File: config.mk
export PLATFORM = sky130hd
export DESIGN_NAME = data_edge_cond
export DESIGN_NICKNAME = d
export VERILOG_FILES = /design/src/rtl/dec_pkg.sv /design/src/rtl/dec_tick_counter.sv /design/src/rtl/dec_edge_ctrl.sv /design/src/rtl/data_edge_cond.sv
export SDC_FILE = /design/constraint.sdc
export NUM_CORES = 1
export LEC_CHECK = 0
export ABC_CLOCK_PERIOD_IN_PS = 4900
export BUFFER_PORTS_ARGS = -buffer_cell sky130_fd_sc_hd__buf_2
export CAP_MARGIN = 20
export CORE_MARGIN = 5
export CORE_UTILIZATION = 52
export DETAILED_ROUTE_END_ITERATION = 10
export GPL_TIMING_DRIVEN = 0
export PLACE_DENSITY = 0.84
export SLEW_MARGIN = 20
export SYNTH_ARGS = -nofsm -noshare
export SYNTH_HDL_FRONTEND = slang
export SYNTH_HIERARCHICAL = 1
export SYNTH_SLANG_ARGS = --single-unit
export TNS_END_PERCENT = 100
File: constraint.sdc
create_clock -name clk -period 4.9 [get_ports clk]
set_input_delay 0.245 -clock clk [delete_from_list [all_inputs] [get_ports clk]]
set_output_delay 0.245 -clock clk [all_outputs]
set_load 0.05 [all_outputs]
File: src/rtl/dec_pkg.sv
package dec_pkg;

    // Lock raised by the low-time limit, released once the input is seen high.
    typedef enum logic {
        LOCK_OFF = 1'b0,
        LOCK_ON  = 1'b1
    } lock_e;

    typedef struct packed {
        logic  line;
        lock_e lock;
    } line_state_t;

    localparam line_state_t LINE_IDLE = '{line: 1'b1, lock: LOCK_OFF};

endpackage

File: src/rtl/dec_tick_counter.sv
module dec_tick_counter #(
    parameter int W = 8
) (
    input  logic         clk,
    input  logic         rst_n,
    input  logic         clear,
    input  logic         tick,
    output logic [W-1:0] count_q
);
    localparam logic [W-1:0] CNT_MAX = '1;

    logic [W-1:0] count_d;

    always_comb begin
        count_d = count_q;
        if (clear) begin
            count_d = '0;
        end else if (tick && (count_q != CNT_MAX)) begin
            count_d = count_q + 1'b1;
        end
    end

    always_ff @(posedge clk or negedge rst_n) begin
        if (!rst_n) begin
            count_q <= '0;
        end else begin
            count_q <= count_d;
        end
    end
endmodule

File: src/rtl/dec_edge_ctrl.sv
module dec_edge_ctrl
    import dec_pkg::*;
#(
    parameter int GAP_W = 8,
    parameter int LOW_W = 16
) (
    input  logic             rx_mode,
    input  logic             tick,
    input  logic             demod,
    input  line_state_t      st_q,
    input  logic [GAP_W-1:0] gap_q,
    input  logic [LOW_W-1:0] low_q,
    input  logic [GAP_W-1:0] min_gap,
    input  logic [LOW_W-1:0] max_low,
    output line_state_t      st_d,
    output logic             edge_now
);
    // One extra bit so the elapsed count never wraps.
    localparam int GE_W = GAP_W + 1;
    localparam int LE_W = LOW_W + 1;

    logic [GE_W-1:0] gap_elapsed;
    logic [LE_W-1:0] low_elapsed;
    logic            gap_met;
    logic            low_expired;
    logic            want;

    always_comb begin
        gap_elapsed = {1'b0, gap_q} + GE_W'(1);
        low_elapsed = {1'b0, low_q} + LE_W'(1);
        gap_met     = gap_elapsed >= {1'b0, min_gap};
        low_expired = !st_q.line && (low_elapsed >= {1'b0, max_low});

        st_d     = st_q;
        edge_now = 1'b0;
        want     = demod;

        if (!rx_mode) begin
            st_d     = LINE_IDLE;
            edge_now = !st_q.line;
        end else if (tick) begin
            if (st_q.lock == LOCK_ON) begin
                want = 1'b1;
                if (demod) begin
                    st_d.lock = LOCK_OFF;
                end
            end
            if (low_expired) begin
                st_d.line = 1'b1;
                st_d.lock = demod ? LOCK_OFF : LOCK_ON;
                edge_now  = 1'b1;
            end else if ((want != st_q.line) && gap_met) begin
                st_d.line = want;
                edge_now  = 1'b1;
            end
        end
    end
endmodule

File: src/rtl/data_edge_cond.sv
module data_edge_cond
    import dec_pkg::*;
#(
    parameter int GAP_W = 8,
    parameter int LOW_W = 16
) (
    input  logic             clk,
    input  logic             rst_n,
    input  logic             xclk_tick,
    input  logic             demod_in,
    input  logic             rx_mode,
    input  logic [GAP_W-1:0] min_gap,
    input  logic [LOW_W-1:0] max_low,
    output logic             data_out
);
    line_state_t      st_d, st_q;
    logic             edge_now;
    logic [GAP_W-1:0] gap_q;
    logic [LOW_W-1:0] low_q;
    logic             gap_clear;
    logic             low_clear;

    dec_edge_ctrl #(.GAP_W(GAP_W), .LOW_W(LOW_W)) u_ctrl (
        .rx_mode (rx_mode),
        .tick    (xclk_tick),
        .demod   (demod_in),
        .st_q    (st_q),
        .gap_q   (gap_q),
        .low_q   (low_q),
        .min_gap (min_gap),
        .max_low (max_low),
        .st_d    (st_d),
        .edge_now(edge_now)
    );

    always_comb begin
        gap_clear = !rx_mode || edge_now;
        low_clear = !rx_mode || edge_now || st_q.line;
    end

    dec_tick_counter #(.W(GAP_W)) u_gap (
        .clk    (clk),
        .rst_n  (rst_n),
        .clear  (gap_clear),
        .tick   (xclk_tick),
        .count_q(gap_q)
    );

    dec_tick_counter #(.W(LOW_W)) u_low (
        .clk    (clk),
        .rst_n  (rst_n),
        .clear  (low_clear),
        .tick   (xclk_tick),
        .count_q(low_q)
    );

    always_ff @(posedge clk or negedge rst_n) begin
        if (!rst_n) begin
            st_q <= LINE_IDLE;
        end else begin
            st_q <= st_d;
        end
    end

    assign data_out = st_q.line;
endmodule

# == Word level (Yosys, flattened, before mapping) ==
# Index checks and enable logic that the tools add are counted.
# word_totals
reg_bits,26
inputBits,29
out_inout_bits,1
wordCells,44
# classes
n_addsub,4
n_lt_le_gt_ge,2
eq_ne,5
mux,18
n_reduce_logical,11
# ops
operator,n
$mux W16,2
$add A16 B1 Y17 const B,1
$ge A17 B16 Y1,1
$add A16 B1 Y16 const B,1
$mux W8,2
$ne A16 B16 Y1 const B,1
$mux W1,12
$add A8 B1 Y9 const B,1
$ge A9 B8 Y1,1
$add A8 B1 Y8 const B,1
$ne A8 B8 Y1 const B,1
$logic_and A1 B1 Y1,4
$mux W2,2
$reduce_bool A2 Y1,2
$ne A3 B1 Y1 const B,1
$logic_not A1 Y1,2
$logic_or A1 B1 Y1,2
$ne A2 B2 Y1 const B,1
$reduce_and A2 Y1,1
$ne A1 B1 Y1,1

# == Depth between registers and ports, before layout ==
# Gate-level depths: netlist of the first run.
# logic_depth
ltp_word,12
mapped_depth,16
depth_no_buf,15

# == Hierarchy ==
# The synthesis of the first run kept the hierarchy.
# modules_own_cells
mod,n_inst,cells_each,area_per_inst_um2,seq_area_each_um2
dec_edge_ctrl,1,149,1044.8,0.0
dec_tick_counter at u_low,1,98,942.2,400.4
dec_tick_counter at u_gap,1,49,464.2,200.2
data_edge_cond,1,4,66.3,51.3

# == Worst setup path before layout of the first run ==
# OpenSTA, ideal clock, no wires.
# synth_timing
path_kind,flip-flop to flip-flop
from,reg u_low.count_q[2]
to,reg u_low.count_q[0]
arrival_time_ns,3.305
required_ns,4.822
setup_slack_ns,1.517
path_stages_with_launch,17
n_path_buf,2
path_cell_list,dfrtp_1 > nand3_1 > nor2_2 > and4_1 > nand4_1 > xnor2_1 > ha_1 > nand4_1 > nor4_1 > a211o_1 > nand2b_1 > a41o_1 > o221ai_1 > or3b_1 > clkbuf_1 > clkbuf_1 > a21oi_1
# synth_via
elab_chain_cells,9
word_cells_on_any_way,12
classes_between,1 x add/sub; 1 x order compare; 1 x eq/ne; 4 x mux; 5 x reduce/logical
# synth_rtl
element,line_no,rtl
"start, declared",dec_tick_counter.sv:8,output logic [W-1:0] count_q
"start signal, assigned",dec_tick_counter.sv:27,count_q <= count_d;
$add A16 B1 Y17 (*),dec_edge_ctrl.sv:30,"low_elapsed = {1'b0, low_q} + LE_W'(1);"
$ge A17 B16 Y1 (*),dec_edge_ctrl.sv:32,"low_expired = !st_q.line && (low_elapsed >= {1'b0, max_low});"
$logic_and A1 B1 Y1 (*),dec_edge_ctrl.sv:32,
$mux W1 (*),dec_edge_ctrl.sv:48,if (low_expired) begin
$mux W1 (*),dec_edge_ctrl.sv:41,end else if (tick) begin
$mux W1 (*),dec_edge_ctrl.sv:38,if (!rx_mode) begin
via edge_now,data_edge_cond.sv:17,logic edge_now;
$logic_or A1 B1 Y1 (*) (2 in series),data_edge_cond.sv:38,low_clear = !rx_mode || edge_now || st_q.line;
via low_clear,data_edge_cond.sv:21,logic low_clear;
$mux W16 / $reduce_bool A2 Y1 (equally long branches),--,
# Mark *: on every way through the listed nets, which the timed path passes. The rest lies on a longest branch.
# A chain may end at the register's enable or synchronous reset.

# == Final worst setup path of the first run ==
# layout_timing
from,reg u_low.count_q[2]
to,reg u_low.count_q[14]
# Same word-level chain as after synthesis.

==> flow_metrics.tcl, run 1 <==
set metrics [dict create \
    antenna_found_initial 0 \
    ys_seq_elements 26 \
    root_buffer "clkbuf_8" \
    whs_ns 0.2331 \
    tightestPinTransition_ns 0.5993 \
    design.portCount 30 \
    ys_seq_area_share_pct 25.89 \
    async_reset_ff_share_pct 100.0 \
    synth_most_common_cell "inv_1" \
    startpoint "u_low/count_q[2]" \
    grt_pass1_vias 2350 \
    netlist_area_um2 2517 \
    clkTransAtPathRegs_ns 0.09 \
    synth_top_area_share_pct 24.85 \
    post-route-period-util_pct 83.98 \
    setup_viol 0 \
    fin_area_um2 2811 \
    drtAntennaViolNets 0 \
    gp_congestion 0.8120 \
    max_freq_mhz 243.0 \
    vias 2370 \
    drt-initial-drc-count 319 \
    rows 25 \
    cp-end-kind "register" \
    synth_common_cells "inv_1 (29), ha_1 (28), dfrtp_1 (25), nand2_1 (23), a21oi_1 (19)" \
    p_leak_uw 0.001303 \
    postLayoutCoreUtil_pct 59.52 \
    max-clock-path-buffers 2 \
    cts_resized 0 \
    avgSynthCellArea_um2 8.391 \
    grt_pass1_wl_mm 10.18 \
    areaGrowthSynthToFinish_pct 11.68 \
    path_max_fanout 12 \
    worst_ep_required_time_ns 5.09 \
    postCtsSetupBuffers 0 \
    yosys_warnings 6 \
    worstReg2RegStart "u_low/count_q[2]" \
    whs_path_depth 2 \
    fin_ws_ns 0.7851 \
    synthFlopType "dfrtp_1" \
    rsz0062_at_grt "no" \
    io_buffers 29 \
    finalCriticalPeriod_ns 4.115 \
    relSlewSlack_pct 60.05 \
    nets 392 \
    dr.pass1.iters 4 \
    finClkSkew_ns 0.003335 \
    drv_slew 0 \
    core_area_um2 4723 \
    status "finished, final reports clean" \
    drc 0 \
    synth_nets 357 \
    n_antenna_cell 0 \
    clock_latency_ns 0.27 \
    synthTopCellsByArea "dfrtp_1 (25%), ha_1 (14%), inv_1 (4.3%)" \
    reg2reg_depth 16 \
    synth-edff-count 0 \
    worstSetupPathType "register to register" \
    detailed_place_hpwl_mm 4.263 \
    drive_above_1_share_pct 16.17 \
    dieArea_um2 6333 \
    cap_violations 0 \
    place_ws_ns 0.9124 \
    min_from "rx_mode" \
    placed_area_um2 2746 \
    fp.dieH_um 79.58 \
    cts.sinks 26 \
    initial_core_util_pct 53.30 \
    synthDistinctLibCells 56 \
    hold_class "input port to register" \
    ctsHoldBuffers 1 \
    chipWidth_um 79.58 \
    viasPerCell 5.910 \
    tns_ns 0 \
    cts_buffers 3 \
    grt_max_degree 27 \
    synth_cells 300 \
    grt.total_usage_pct 19.28 \
    yosysTopAreaCell "dfrtp_1" \
    totalWireLength_mm 5.820 \
    critPathLaunchType "register" \
    overflow 0 \
    vdd_drop_max_v 0.00009086 \
    hold_viol_final 0 \
    cp_data_arrival_time_ns 4.30 \
    detail_route.wl_per_cell_um 14.51 \
    cts_htree_levels 1 \
    power.density_nw_per_um2 146.4 \
    cts_tree "yes" \
]
==> metrics by stage <==
step                      total power [uW]  cells
after global routing                 433.2    401
after CTS                            415.6    401
after floorplan                      252.5    300
final                                411.6    401
after detailed placement             277.8    396
after global placement               275.2    396
==> where the power goes <==
part	internal, uW	switching (uW)	leakage (uW)
registers	216	4.43	0.000358
clock network	71.7	65.5	0.0000288
logic	23.5	30.3	0.000915
==> layer usage <==
layer	global-route usage [%]	vias to the layer above	routed length (um)
met3	2.483	12	319
met1	25.54	1103	2675
met4	8.419	0	95
met2	31.30	83	2729
met5	0	-	0
li1	-	1172	-
==> critical path, stage by stage (launching register included) <==
cell and delay, ns:
dfrtp_1 0.59, nand3_1 0.15, nor2_2 0.18, and4_1 0.26, nand4_1 0.15, xnor2_1 0.23, ha_1 0.28, nand4_1 0.17
nor4_1 0.08, a211o_1 0.27, nand2b_1 0.07, a41o_1 0.23, o221ai_1 0.15, or3b_1 0.45, clkbuf_1 0.29, clkbuf_1 0.30
a21oi_1 0.19
==> sequential cells by signal (all words and copies together), names as in the netlist <==
signal / count
data_out: 1
u_low/count_q: 16
st_q: 1
u_gap/count_q: 8
==> logic make-up (layout without fill, tap and decap cells) <==
logic type / count (synthesis) / after routing / share of synthesized area [%]
mux: 7 / 7 / 3.081
flops: 26 / 26 / 25.89
simple gates: 127 / 127 / 29.67
fa+ha+maj: 28 / 28 / 13.92
xor+xnor: 20 / 20 / 6.958
buf+inv: 36 / 70 / 5.715
compound gates: 56 / 56 / 14.76
==> area by class of cell <==
cell class / instances / area [um2]
clock buffer: 4 / 55.05
inverter: 29 / 108.9
fill: 414 / 1912
sequential: 26 / 651.9
tap: 67 / 83.83
multi-input combinational: 238 / 1722
timing repair buffer: 30 / 155.1
buffer: 7 / 35.03
==> path summary, 6_finish.rpt <==
path	to	slack (ns)
worst min-delay path	data_out	0.23
max in group asynchronous	u_low/count_q[7]	3.99
worst max-delay path	u_low/count_q[14]	0.79
worst min register to register	st_q[0]	0.53
min in group asynchronous	u_low/count_q[13]	0.52
worst max register to register	u_low/count_q[14]	0.79
==> placed cells by master (no fill, tap or decap), types with 12 or more instances in the layout <==
| cell type | count |
|---|---|
| a21oi_1 | 19 |
| buf_2 | 30 |
| dfrtp_1 | 25 |
| ha_1 | 28 |
| inv_1 | 29 |
| nand2_1 | 23 |
| nand3_1 | 13 |
| nand4_1 | 17 |
| nor2_1 | 17 |
| xnor2_1 | 12 |
Note: power is estimated with default switching activity, not from simulation.
==> run 2, diff against run 1 <==
--- a/config.mk
+++ b/config.mk
@@ -5,7 +5,7 @@
 export SDC_FILE = /design/constraint.sdc
 export NUM_CORES = 1
 export LEC_CHECK = 0
-export ABC_CLOCK_PERIOD_IN_PS = 4900
+export ABC_CLOCK_PERIOD_IN_PS = 3970
 export BUFFER_PORTS_ARGS = -buffer_cell sky130_fd_sc_hd__buf_2
 export CAP_MARGIN = 20
 export CORE_MARGIN = 5
==> constraint.sdc (replaced) <==
create_clock -name clk -period 3.97 [get_ports clk]
set_input_delay 0.1985 -clock clk [delete_from_list [all_inputs] [get_ports clk]]
set_output_delay 0.1985 -clock clk [all_outputs]
set_load 0.05 [all_outputs]
==> flow_metrics.tcl, run 2 (same netlist as run 1, synthesis figures left out) <==
set metrics [dict create \
    status "finished, final reports clean" \
    layout_common_cells "buf_2 (30), inv_1 (29), ha_1 (28), nand2_1 (23), dfrtp_1 (21)" \
    worstSetupPathType "register to register" \
    path_max_fanout 12 \
    hold_viol_final 0 \
    drtAntennaViolNets 0 \
    finClkSkew_ns 0.002904 \
    dr.pass1.iters 4 \
    nets 391 \
    clock_latency_ns 0.27 \
    met2_usage_pct 31.22 \
    cp-end-kind "register" \
    dieArea_um2 6333 \
    power_frac_seq_pct 53.4 \
    p_sw_uw 125.1 \
    relSlewSlack_pct 60.02 \
    design.portCount 30 \
    critPathLaunchType "register" \
    postLayoutCoreUtil_pct 59.63 \
    vdd_drop_max_v 0.0001129 \
    p_leak_uw 0.001298 \
    cp_data_arrival_time_ns 3.87 \
    grt_pass1_vias 2348 \
    max-clock-path-buffers 2 \
    totalWireLength_mm 5.747 \
    grt.total_usage_pct 19.26 \
    use_met1_pct 25.54 \
    grt_util_met3_pct 2.483 \
    drive_above_1_share_pct 18.02 \
    fin_total_pwr_uw 509.6 \
    cts_tree "yes" \
    drv_slew 0 \
    gp_congestion 0.8120 \
    final_common_cell "buf_2" \
    worst_ep_required_time_ns 4.13 \
    tightestPinTransition_ns 0.5998 \
    p_int_uw 384.5 \
    initial_core_util_pct 53.30 \
    largest-register "u_low/count_q" \
    antenna_found_initial 0 \
    rows 25 \
    postCtsSetupBuffers 0 \
    n_antenna_cell 0 \
    fp.dieH_um 79.58 \
    cts_htree_levels 1 \
    hold_class "input port to register" \
    clkTransAtPathRegs_ns 0.09 \
    fin_ws_ns 0.2648 \
    post-route-period-util_pct 93.33 \
    p_comb_share_pct 13.1 \
    place_ws_ns -0.01756 \
    drc 0 \
    largest_register_ffs 16 \
    overflow 0 \
    max_freq_mhz 269.9 \
    finalCriticalPeriod_ns 3.705 \
    cap_violations 0 \
    vias 2375 \
    detail_route.wl_per_cell_um 14.37 \
    io_buffers 29 \
    rsz0062_at_grt "no" \
    reg.largest.list "u_low/count_q: 16 flops, u_gap/count_q: 8 flops" \
    setup_viol 0 \
    swShare_pct 24.56 \
    detailed_place_hpwl_mm 4.263 \
    grt_max_degree 27 \
    p_clk_share_pct 33.5 \
    core_area_um2 4723 \
    power.density_nw_per_um2 180.9 \
    cts_buffers 3 \
    cts.sinks 26 \
    areaGrowthSynthToFinish_pct 11.88 \
    chipWidth_um 79.58 \
    busiest_layer "met2" \
    root_buffer "clkbuf_8" \
    grt_pass1_wl_mm 10.16 \
    drt-initial-drc-count 249 \
    viasPerCell 5.938 \
]
[run 2: what timing repair did]
item                       in CTS  in global routing
hold endpoints to repair       25                  0
hold buffers                    1                  0
setup endpoints to repair      10                 15
resized for setup               2                  5
[run 2: critical path, cell delays in order, from the launching register on]
cell and delay (ns):
dfrtp_2 0.50, nand3_1 0.12, nor2_2 0.17, and4_1 0.26
nand4_1 0.15, xnor2_1 0.18, ha_1 0.31, nand4_1 0.17
nor4_1 0.28, a211o_1 0.15, nand2b_1 0.05, a41o_1 0.25
o221ai_1 0.10, nand2b_1 0.18, clkbuf_1 0.35, nor2_1 0.10
mux2_2 0.27
[run 2: final timing paths]
| kind | slack, ns | cells past startpoint | end | startpoint |
|---|---|---|---|---|
| worst max-delay path | 0.26 | 16 | u_gap/count_q[0] | u_low/count_q[2] |
| worst min-delay path | 0.19 | 2 | data_out | rx_mode |
| worst max register to register | 0.26 | 16 | u_gap/count_q[0] | u_low/count_q[2] |
| worst min register to register | 0.52 | 2 | st_q[0] | st_q[0] |
| max in group asynchronous | 3.07 | 2 | u_low/count_q[0] | rst_n |
| min in group asynchronous | 0.47 | 2 | u_low/count_q[13] | rst_n |
[run 2: power groups by stage]
stage | Clock (uW) | Combinational, uW | Sequential [uW]
final | 171 | 66.5 | 272
after global routing | 185 | 77.3 | 273
after CTS | 174 | 66.8 | 272
after floorplan | 0 | 35.5 | 276
after detailed placement | 0 | 65.4 | 277
after global placement | 0 | 62.3 | 277
[run 2: through the flow]
step	std cells	hold WS [ns]	setup TNS, ns	area (um2)
finish	400	0.1869	0	2816
global route	400	0.2005	0	2816
CTS	401	0.1842	0	2814
detailed placement	396	0.2310	-0.08331	2746
global placement	396	0.2289	0	2746
floorplan	300	-0.09709	0	2517
[run 2: final cells by class]
class	instances	area (um2)
Sequential cell	26	656.9
Clock buffer	4	55.05
Fill cell	410	1907
Tap cell	67	83.83
Multi-Input combinational cell	238	1724
Timing Repair Buffer	30	155.1
Inverter	29	108.9
Buffer	6	32.53
[run 2: per-layer routing]
metal	routed length [um]	share of wire (%)
met5	0	0
met4	82	1.4
met3	315	5.5
met2	2696	47
met1	2652	46
==> run 3, diff against run 2 <==
--- a/config.mk
+++ b/config.mk
@@ -5,14 +5,14 @@
 export SDC_FILE = /design/constraint.sdc
 export NUM_CORES = 1
 export LEC_CHECK = 0
-export ABC_CLOCK_PERIOD_IN_PS = 3970
+export ABC_CLOCK_PERIOD_IN_PS = 3050
 export BUFFER_PORTS_ARGS = -buffer_cell sky130_fd_sc_hd__buf_2
 export CAP_MARGIN = 20
 export CORE_MARGIN = 5
 export CORE_UTILIZATION = 52
 export DETAILED_ROUTE_END_ITERATION = 10
 export GPL_TIMING_DRIVEN = 0
-export PLACE_DENSITY = 0.84
+export PLACE_DENSITY = 0.87
 export SLEW_MARGIN = 20
 export SYNTH_ARGS = -nofsm -noshare
 export SYNTH_HDL_FRONTEND = slang
==> constraint.sdc (replaced) <==
create_clock -name clk -period 3.05 [get_ports clk]
set_input_delay 0.1525 -clock clk [delete_from_list [all_inputs] [get_ports clk]]
set_output_delay 0.1525 -clock clk [all_outputs]
set_load 0.05 [all_outputs]
==> flow_metrics.tcl, run 3 (same netlist as run 1, synthesis figures left out) <==
set metrics [dict create \
    overflow 0 \
    areaGrowthSynthToFinish_pct 29.72 \
    detail_route.wl_per_cell_um 15.44 \
    relSlewSlack_pct 61.49 \
    postLayoutCoreUtil_pct 69.14 \
    path_max_fanout 6 \
    clkTransAtPathRegs_ns 0.10 \
    grt_pass1_vias 2463 \
    detailed_place_hpwl_mm 4.255 \
    cts_htree_levels 1 \
    power.density_nw_per_um2 229.0 \
    grt.total_usage_pct 20.49 \
    placed_area_um2 2838 \
    dp.cells 396 \
    violations "negative setup slack" \
    finalCriticalPeriod_ns 3.377 \
    totalWireLength_mm 6.560 \
    dieArea_um2 6333 \
    max-clock-path-buffers 2 \
    worstSetupPathType "register to register" \
    fill_cells 357 \
    drc 0 \
    drive_above_1_share_pct 34.64 \
    post-route-period-util_pct 110.7 \
    final_common_cell "buf_2" \
    fin_area_um2 3266 \
    n_antenna_cell 0 \
    cap_violations 0 \
    drt-initial-drc-count 246 \
    largest-register "u_low/count_q" \
    status "finished with violations" \
    io_buffers 29 \
    drv_slew 0 \
    layout_common_cells "buf_2 (30), inv_1 (29), ha_1 (27), nand2_1 (22), buf_4 (20)" \
    vias 2499 \
    rows 25 \
    design.portCount 30 \
    finClkSkew_ns 0.01342 \
    p_leak_uw 0.001478 \
    viasPerCell 5.880 \
    vdd_drop_max_v 0.0001669 \
    grt_max_degree 27 \
    max_freq_mhz 296.1 \
    largest_register_ffs 16 \
    chipWidth_um 79.58 \
    cts.sinks 26 \
    gp_congestion 0.8466 \
    fp.dieH_um 79.58 \
    critPathLaunchType "register" \
    nets 416 \
    fin_ws_ns -0.3271 \
    core_area_um2 4723 \
    whs_ns 0.1256 \
    worst_ep_required_time_ns 3.24 \
    initial_core_util_pct 53.30 \
    root_buffer "clkbuf_8" \
    clock_latency_ns 0.28 \
    drtAntennaViolNets 0 \
    instances_no_fill 425 \
    cp-end-kind "register" \
    rsz0062_at_grt "yes" \
    hold_class "input port to register" \
    reg.largest.list "u_low/count_q: 16 flops, u_gap/count_q: 8 flops" \
    setup_viol 24 \
    cts_tree "yes" \
    cts_buffers 3 \
    grt_pass1_wl_mm 10.58 \
    hold_viol_final 0 \
    dr.pass1.iters 4 \
    antenna_found_initial 0 \
    tightestPinTransition_ns 0.5631 \
    fin_total_pwr_uw 747.7 \
    cp_data_arrival_time_ns 3.57 \
]
run 3: final cells by class:
cell class | count | area, um2 | share of cell area [%]
Inverter | 29 | 108.9 | 3.333
Timing Repair Buffer | 54 | 354.1 | 10.84
Multi-Input combinational cell | 238 | 1908 | 58.43
Buffer | 7 | 78.83 | 2.414
Tap cell | 67 | 83.83 | 2.567
Clock buffer | 3 | 41.29 | 1.264
Clock inverter | 1 | 30.03 | 0.9195
Sequential cell | 26 | 660.6 | 20.23
run 3: what timing repair did:
| action | in CTS | in global routing |
|---|---|---|
| gates cloned | 2 | 0 |
| endpoints found under the setup margin | 24 | 24 |
| pin swaps | 12 | 6 |
| endpoints found under the hold margin | 25 | 0 |
| setup buffers | 19 | 3 |
| gates resized for setup | 25 | 18 |
| hold buffers | 1 | 0 |
run 3: path summary, 6_finish.rpt:
| check | from | endpoint | slack, ns | depth (start not counted) |
|---|---|---|---|---|
| max | u_low/count_q[1] | u_low/count_q[7] | -0.33 | 16 |
| min | demod_in | st_q[0] | 0.13 | 4 |
| max reg2reg | u_low/count_q[1] | u_low/count_q[7] | -0.33 | 16 |
| min reg2reg | st_q[0] | st_q[0] | 0.54 | 2 |
| max in group asynchronous | rst_n | u_low/count_q[7] | 2.20 | 2 |
| min in group asynchronous | rst_n | st_q[0] | 0.41 | 2 |
run 3: report_power, final:
group	total, uW	switching, uW	internal [uW]
Clock	290	115	176
Combinational	103	54.6	48.2
Sequential	355	7.40	347
Total	748	177	571
run 3: metrics by stage:
step                TNS [ns]  setup WS [ns]
floorplan             -1.148       -0.09774
global placement      -11.09        -0.5972
detailed placement    -12.22        -0.6356
CTS                   -4.789        -0.2618
global route          -9.386        -0.4678
finish                -5.780        -0.3271
run 3: layer usage:
layer / vias to the layer above / GRT usage, % / wire length (um) / share of wire, %
li1: 1227 / - / - / -
met1: 1185 / 24.68 / 2714 / 41
met2: 73 / 37.56 / 3486 / 53
met3: 14 / 1.580 / 241 / 3.7
met4: 0 / 7.732 / 116 / 1.8
met5: - / 0 / 0 / 0
run 3: critical path, cell delays in order, from the launching register on:
cell and delay, ns:
dfrtp_2 0.44, nand2_2 0.09, nor2_4 0.12, and4_4 0.25
nand4_1 0.14, xnor2_1 0.17, ha_1 0.30, nand4_1 0.16
nor2_1 0.06, a211o_1 0.26, nand2b_1 0.08, a41o_1 0.26
o221ai_2 0.12, or3b_4 0.43, buf_8 0.16, clkbuf_16 0.16
a21oi_4 0.10
